<file path="src/rtl/prbs_chk_pkg.sv">
package prbs_chk_pkg;

  // Longest recurrence needs 31 bits of past history.
  localparam int HIST_W = 31;

  typedef struct packed {
    logic [4:0] near;
    logic [4:0] far;
  } tap_t;

  function automatic tap_t taps_for(input logic [2:0] sel);
    tap_t t;
    case (sel)
      3'd0:    t = '{near: 5'd6,  far: 5'd7};
      3'd1:    t = '{near: 5'd7,  far: 5'd10};
      3'd2:    t = '{near: 5'd14, far: 5'd15};
      3'd3:    t = '{near: 5'd18, far: 5'd23};
      default: t = '{near: 5'd28, far: 5'd31};
    endcase
    return t;
  endfunction

endpackage

</file>
<file path="src/rtl/prbs_chk_predict.sv">
module prbs_chk_predict
  import prbs_chk_pkg::*;
#(
  parameter int W = 16
) (
  input  logic [HIST_W-1:0] hist,
  input  logic [2:0]        pat_sel,
  input  logic [1:0]        dens_sel,
  output logic [W-1:0]      raw_word,
  output logic [W-1:0]      shaped_word
);
  localparam int SEQ_W = HIST_W + W;

  // seq[i] is the bit at time i-HIST_W; negative times come from history.
  logic [SEQ_W-1:0] seq;
  tap_t             tp;

  always_comb begin
    tp  = taps_for(pat_sel);
    seq = '0;
    for (int i = 0; i < HIST_W; i++) begin
      seq[i] = hist[HIST_W-1-i];
    end
    for (int j = 0; j < W; j++) begin
      seq[HIST_W+j] = seq[HIST_W+j-int'(tp.near)] ^ seq[HIST_W+j-int'(tp.far)];
    end
  end

  always_comb begin
    raw_word    = '0;
    shaped_word = '0;
    for (int j = 0; j < W; j++) begin
      raw_word[W-1-j] = seq[HIST_W+j];
      case (dens_sel)
        2'd0:    shaped_word[W-1-j] = seq[HIST_W+j];
        2'd1:    shaped_word[W-1-j] = seq[HIST_W+j] & seq[HIST_W+j-1];
        default: shaped_word[W-1-j] = seq[HIST_W+j] & seq[HIST_W+j-1] & seq[HIST_W+j-2];
      endcase
    end
  end

endmodule

</file>
<file path="config.mk">
export PLATFORM = sky130hd
export DESIGN_NAME = prbs_chk_predict
export DESIGN_NICKNAME = d
export VERILOG_FILES = /design/src/rtl/prbs_chk_pkg.sv /design/src/rtl/prbs_chk_predict.sv
export SDC_FILE = /design/constraint.sdc
export NUM_CORES = 1
export LEC_CHECK = 0
export ABC_AREA = 0
export CAP_MARGIN = 40
export CORE_MARGIN = 2
export CORE_UTILIZATION = 36
export DETAILED_ROUTE_END_ITERATION = 10
export DONT_BUFFER_PORTS = 1
export GPL_ROUTABILITY_DRIVEN = 0
export SETUP_SLACK_MARGIN = 0.05
export SLEW_MARGIN = 25
export SYNTH_ARGS = -nofsm -noshare
export SYNTH_HDL_FRONTEND = slang
export SYNTH_SLANG_ARGS = --single-unit
</file>
<file path="constraint.sdc">
create_clock -name vclk -period 7.3
set_input_delay 1.095 -clock vclk [all_inputs]
set_output_delay 1.095 -clock vclk [all_outputs]
set_load 0.02 [all_outputs]
</file>
Word level (Yosys, flattened, before mapping)
Index checks and enable logic that the tools add are counted.
{"block": "op_classes", "add_sub_neg": 32, "magnitude_cmp": 32, "n_eq_ne": 4, "mux": 113, "bitwise_logic": 48, "n_reduce_logical": 2}
{"operator": "$lt 7x8->1 const B", "n": 30}
{"operator": "$sub 6x5->7 const A", "n": 30}
{"operator": "$bmux 1 s6", "n": 32}
{"operator": "$mux 1", "n": 64}
{"operator": "$pmux 10 s4", "n": 1}
{"operator": "$and 1x1->1", "n": 32}
{"operator": "$pmux 1 s2", "n": 16}
{"operator": "$lt 6x8->1 const B", "n": 2}
{"operator": "$xor 1x1->1", "n": 16}
{"operator": "$sub 5x5->6 const A", "n": 2}
{"operator": "$eq 3x2->1 const B", "n": 2}
{"operator": "$eq 3x1->1 const B", "n": 1}
{"operator": "$logic_not 3->1", "n": 1}
{"operator": "$eq 2x1->1 const B", "n": 1}
{"operator": "$logic_not 2->1", "n": 1}
{"block": "word_totals", "reg_bits": 0, "inputBits": 36, "output_inout_bits": 32, "word_cells": 231}

Longest topological paths before layout
{"block": "logic_depth", "word_depth": 70, "depth_mapped": 22, "depth_no_buf": 17}

Worst setup path after synthesis
OpenSTA, ideal clock, no wires.
{"block": "synth_timing", "path_type": "input to output", "start": "input port pat_sel[0]", "end": "output port shaped_word[0]", "t_arrival_ns": 5.725, "t_required_ns": 6.205, "setup_slack_ns": 0.480, "cell_stages": 21, "path_buffers": 5, "cell_sequence": "buf_6 nor2b_4 nand2_2 inv_2 buf_2 buf_4 clkbuf_1 ha_1 xnor2_2 buf_4 mux4_2 a22o_1 o211ai_2 a21o_1 mux2_4 nand3_4 inv_2 o32a_1 o2111a_1 a211o_1 nor3b_2"}
{"block": "synth_between", "elab_chain_cells": 70, "word_cells_on_any_way": 152, "classes_between": "add/sub: 32; eq/ne: 3; mux: 98; bitwise: 18; reduce/logical: 1"}
{"item": "from (decl)", "line_no": "prbs_chk_predict.sv:7", "rtl": "input logic [2:0] pat_sel,"}
{"item": "$eq 3x2->1 (tied with other cells)", "line_no": "prbs_chk_pkg.sv:13", "rtl": "case (sel)"}
{"item": "$pmux 10 s4 *", "line_no": "prbs_chk_pkg.sv:13"}
{"item": "$sub 5x5->6", "line_no": "prbs_chk_predict.sv:25", "rtl": "seq[HIST_W+j] = seq[HIST_W+j-int'(tp.near)] ^ seq[HIST_W+j-int'(tp.far)];"}
{"item": "$bmux 1 s6", "line_no": "prbs_chk_predict.sv:25"}
{"item": "$mux 1 (not written as such) (2 in series)", "line_no": "prbs_chk_predict.sv:25"}
{"item": "$xor 1x1->1", "line_no": "prbs_chk_predict.sv:25"}
{"item": "$bmux 1 s6", "line_no": "prbs_chk_predict.sv:25"}
{"item": "$mux 1 (not written as such) (2 in series)", "line_no": "prbs_chk_predict.sv:25"}
{"item": "[13 not listed]"}
{"item": "via raw_word[11]", "line_no": "prbs_chk_predict.sv:9", "rtl": "output logic [W-1:0] raw_word,"}
{"item": "[24 not listed]"}
{"item": "via raw_word[5]", "line_no": "prbs_chk_predict.sv:9"}
{"item": "[13 not listed]"}
{"item": "$mux 1 (not written as such) (2 in series)", "line_no": "prbs_chk_predict.sv:25"}
{"item": "$xor 1x1->1", "line_no": "prbs_chk_predict.sv:25"}
{"item": "$bmux 1 s6", "line_no": "prbs_chk_predict.sv:25"}
{"item": "$mux 1 (not written as such) (2 in series)", "line_no": "prbs_chk_predict.sv:25"}
{"item": "$xor 1x1->1", "line_no": "prbs_chk_predict.sv:25"}
{"item": "$and 1x1->1", "line_no": "prbs_chk_predict.sv:36, prbs_chk_predict.sv:37"}
{"item": "$and 1x1->1", "line_no": "prbs_chk_predict.sv:37", "rtl": "default: shaped_word[W-1-j] = seq[HIST_W+j] & seq[HIST_W+j-1] & seq[HIST_W+j-2];"}
{"item": "$pmux 1 s2 *", "line_no": "prbs_chk_predict.sv:34", "rtl": "case (dens_sel)"}
{"item": "to (decl)", "line_no": "prbs_chk_predict.sv:10", "rtl": "output logic [W-1:0] shaped_word"}
The timed path passes the listed nets; every way through them passes the cells marked *. The select of a mux whose other input is x is not followed.

Worst setup path in the final report
{"block": "layout_timing", "start": "input port pat_sel[1]", "end": "output port shaped_word[0]"}
{"block": "layout_between", "elab_chain_cells": 70, "word_cells_on_any_way": 152, "classes_between": "add/sub: 32; eq/ne: 3; mux: 98; bitwise: 18; reduce/logical: 1"}
{"item": "$eq 3x2->1 (tied with other cells)", "line_no": "prbs_chk_pkg.sv:13"}
{"item": "$pmux 10 s4 *", "line_no": "prbs_chk_pkg.sv:13"}
{"item": "$sub 5x5->6", "line_no": "prbs_chk_predict.sv:25"}
{"item": "$bmux 1 s6", "line_no": "prbs_chk_predict.sv:25"}
{"item": "$mux 1 (not written as such) (2 in series)", "line_no": "prbs_chk_predict.sv:25"}
{"item": "$xor 1x1->1", "line_no": "prbs_chk_predict.sv:25"}
{"item": "$bmux 1 s6", "line_no": "prbs_chk_predict.sv:25"}
{"item": "$mux 1 (not written as such) (2 in series)", "line_no": "prbs_chk_predict.sv:25"}
{"item": "[50 not listed]"}
{"item": "$mux 1 (not written as such) (2 in series)", "line_no": "prbs_chk_predict.sv:25"}
{"item": "$xor 1x1->1", "line_no": "prbs_chk_predict.sv:25"}
{"item": "$bmux 1 s6", "line_no": "prbs_chk_predict.sv:25"}
{"item": "$mux 1 (not written as such) (2 in series)", "line_no": "prbs_chk_predict.sv:25"}
{"item": "$xor 1x1->1", "line_no": "prbs_chk_predict.sv:25"}
{"item": "$and 1x1->1", "line_no": "prbs_chk_predict.sv:36, prbs_chk_predict.sv:37"}
{"item": "$and 1x1->1", "line_no": "prbs_chk_predict.sv:37"}
{"item": "$pmux 1 s2 *", "line_no": "prbs_chk_predict.sv:34"}
Mark *: on every way between the ends. The rest lies on a longest branch, timed or not. The select of a mux whose other input is x is not followed.

==> metrics.md <==
| Metric | Value |
|---|---|
| Share of cells above drive strength 1 | `18.64%` |
| Register area share after synthesis | `0%` |
| Via/cell ratio | `6.852` |
| Worst Max-Slew Pin Slew | `0.8033 ns` |
| FF/Latch Area | `0 um^2` |
| Mapped Area | `about 2700 um^2` |
| Fin crit share | `about nine tenths` |
| Outcome | `complete, no violations` |
| Maximum fanout along the worst path | `28` |
| PD cells | `130.5 nW/um^2` |
| Gate count of the mapped netlist | `362` |
| Detailed Route Iter0 Violations | `510` |
| Core ar. | `7292 um^2` |
| Vias in the first global route | `2902` |
| Tmin final | `around 6.6 ns` |
| Kind of critical path | `primary input to output pin` |
| Gr usage total | `24.97%` |
| Die ar. | `8246 um^2` |
| Post-CTS Setup Bufs | `0` |
| Sequential cell count | `0` |
| Max Freq | `151.2 MHz` |
| Port buffer count | `0` |
| RSZ-0062 raised after global routing | `no` |
| Leak pwr | `about 1.1 nW` |
| Area of the multi-input gates | `between 2000 and 3000 um^2` |
| Largest net degree at the start of global routing | `30` |
| Final TNS setup | `0 ns` |
| ANT nets after route | `0` |
| Layout Area Growth over Synthesis | `4.705%` |
| Clock buffers | `0` |
| Hold Path Class | `primary input to output pin` |
| # nets final | `around 400` |
| WL/cell | `about 23 um` |
| Setup violators final | `0` |
| Ant diodes | `0` |
| Die X-Extent | `90.81 um` |
| FP Rows | `31` |
| Via count | `3104` |
| Startpoint types | `primary input` |
| Synth unique cells | `77` |
| First-pass GRT wire length | `16910 um` |
| Hold_buf cts | `0` |
| Initial antenna violation count | `0` |
| Max Cap Viol | `0` |
| VDD IR max | `0.00004547 V` |
| YS warnings | `0` |
| Drt pass-1 iters | `5` |
| Fin. max-slew vios | `0` |
| Relative slew margins | `45.95%` |
| Critical Path AT | `roughly 5.5 ns` |
| Die height | `90.81 um` |
| Syn Nets | `401` |
| Hold Vio Cnt, Final | `0` |
| Final Cell Area | `around 2800 um^2` |
| CTS resizes | `0` |
| Ports | `between 60 and 70` |
| Initial Utilization | `between 30% and 40%` |
| Critical Path RT | `between 6 and 7 ns` |
| Overflow after GRT | `0` |
| Routed WL | `10570 um` |
| Synthesized area per cell | `7.493 um^2` |
| Fillers | `777` |
| Post-DP Area | `2840 um^2` |
| DRC | `0` |
| Hpwl dp | `8235 um` |
| Setup crit end kind | `output pin` |
[layer usage]
layer | share of wire [%] | up-vias | GRT usage (%) | routed length (um)
met2 | 45 | 210 | 40.42 | 4784
li1 | - | 1358 | - | -
met1 | 39 | 1502 | 33.22 | 4106
met5 | 0 | - | 0 | 0
met4 | 4.2 | 0 | 7.576 | 447
met3 | 12 | 34 | 5.426 | 1232
[through the flow]
stage | setup WS [ns] | hold slack (ns) | std cells | utilization [%] | power [mW]
floorplan | 0.4802 | 2.366 | 362 | - | 0.2894
global placement | 0.8009 | 2.410 | 453 | 38.95 | 0.3641
detailed placement | 0.7139 | 2.425 | 453 | 38.95 | 0.3649
CTS | 0.7111 | 2.428 | 453 | 38.95 | 0.3661
global route | 0.3012 | 2.441 | 453 | 38.95 | 0.3968
finish | 0.6852 | 2.430 | 453 | 38.95 | 0.3706
[Yosys cell counts (6+ instances only)]
cell	instances	area [um^2]
a21oi_1	34	170.2
clkbuf_1	15	56.30
inv_1	15	56.30
mux2_2	7	78.83
mux2i_1	30	300.3
mux4_2	18	405.4
nand2_1	25	93.84
nand2b_1	7	43.79
nand3_1	6	30.03
nor2_1	31	116.4
nor2b_1	7	43.79
nor3_1	6	30.03
o21ai_0	22	110.1
o22ai_1	7	43.79
xnor2_1	11	96.34
xor2_1	15	131.4
[report_power, final]
group	switching, mW	total [mW]	internal, mW
clock	0	0	0
combinational	0.233	0.371	0.138
sequential	0	0	0
total	0.233	0.371	0.138
[worst max-delay path, stage by stage]
cell      delay (ns)
xor2_1          0.25
nor2_1          0.20
ha_1            0.28
xnor2_2         0.67
mux4_2          0.64
a221oi_2        0.32
o221a_2         0.32
or4b_1          0.47
o211ai_2        0.08
or3_1           0.15
and2_4          0.17
o221ai_2        0.19
o41ai_2         0.42
nor3b_2         0.09
buf_4           0.17
[worst paths after layout]
check	depth (start not counted)	end	from	slack (ns)
max	15	shaped_word[0]	pat_sel[1]	0.69
min	3	shaped_word[13]	dens_sel[1]	2.43
[final cells by class]
cell class	instances	share of cell area [%]
inverters	20	2.687
repair buffers	16	4.229
well taps	99	4.361
multi-input cells	318	88.72
[cell usage in the layout (no fill, tap or decap), types with 4 or more instances in the layout]
cell type | netlist | layout
a211oi_1 | 5 | 5
a21oi_1 | 34 | 34
a31oi_1 | 4 | 4
and2_1 | 4 | 4
buf_4 | 2 | 16
inv_1 | 15 | 15
inv_2 | 4 | 4
mux2_2 | 7 | 7
mux2i_1 | 30 | 30
mux4_2 | 18 | 18
nand2_1 | 25 | 25
nand2b_1 | 7 | 7
nand3_1 | 6 | 6
nor2_1 | 31 | 31
nor2b_1 | 7 | 7
nor3_1 | 6 | 6
o21ai_0 | 22 | 22
o22ai_1 | 7 | 7
xnor2_1 | 11 | 11
xor2_1 | 15 | 15
[cells by family after synthesis]
group	share of synthesized area, %
AOI/OAI and AO/OA	31.78
xor gates and xnor gates	8.995
and+or+nand+nor	20.43
adders and majority gates	1.384
buffers and inverters	7.102
muxes	30.30
(Power assumes the default switching activity.)
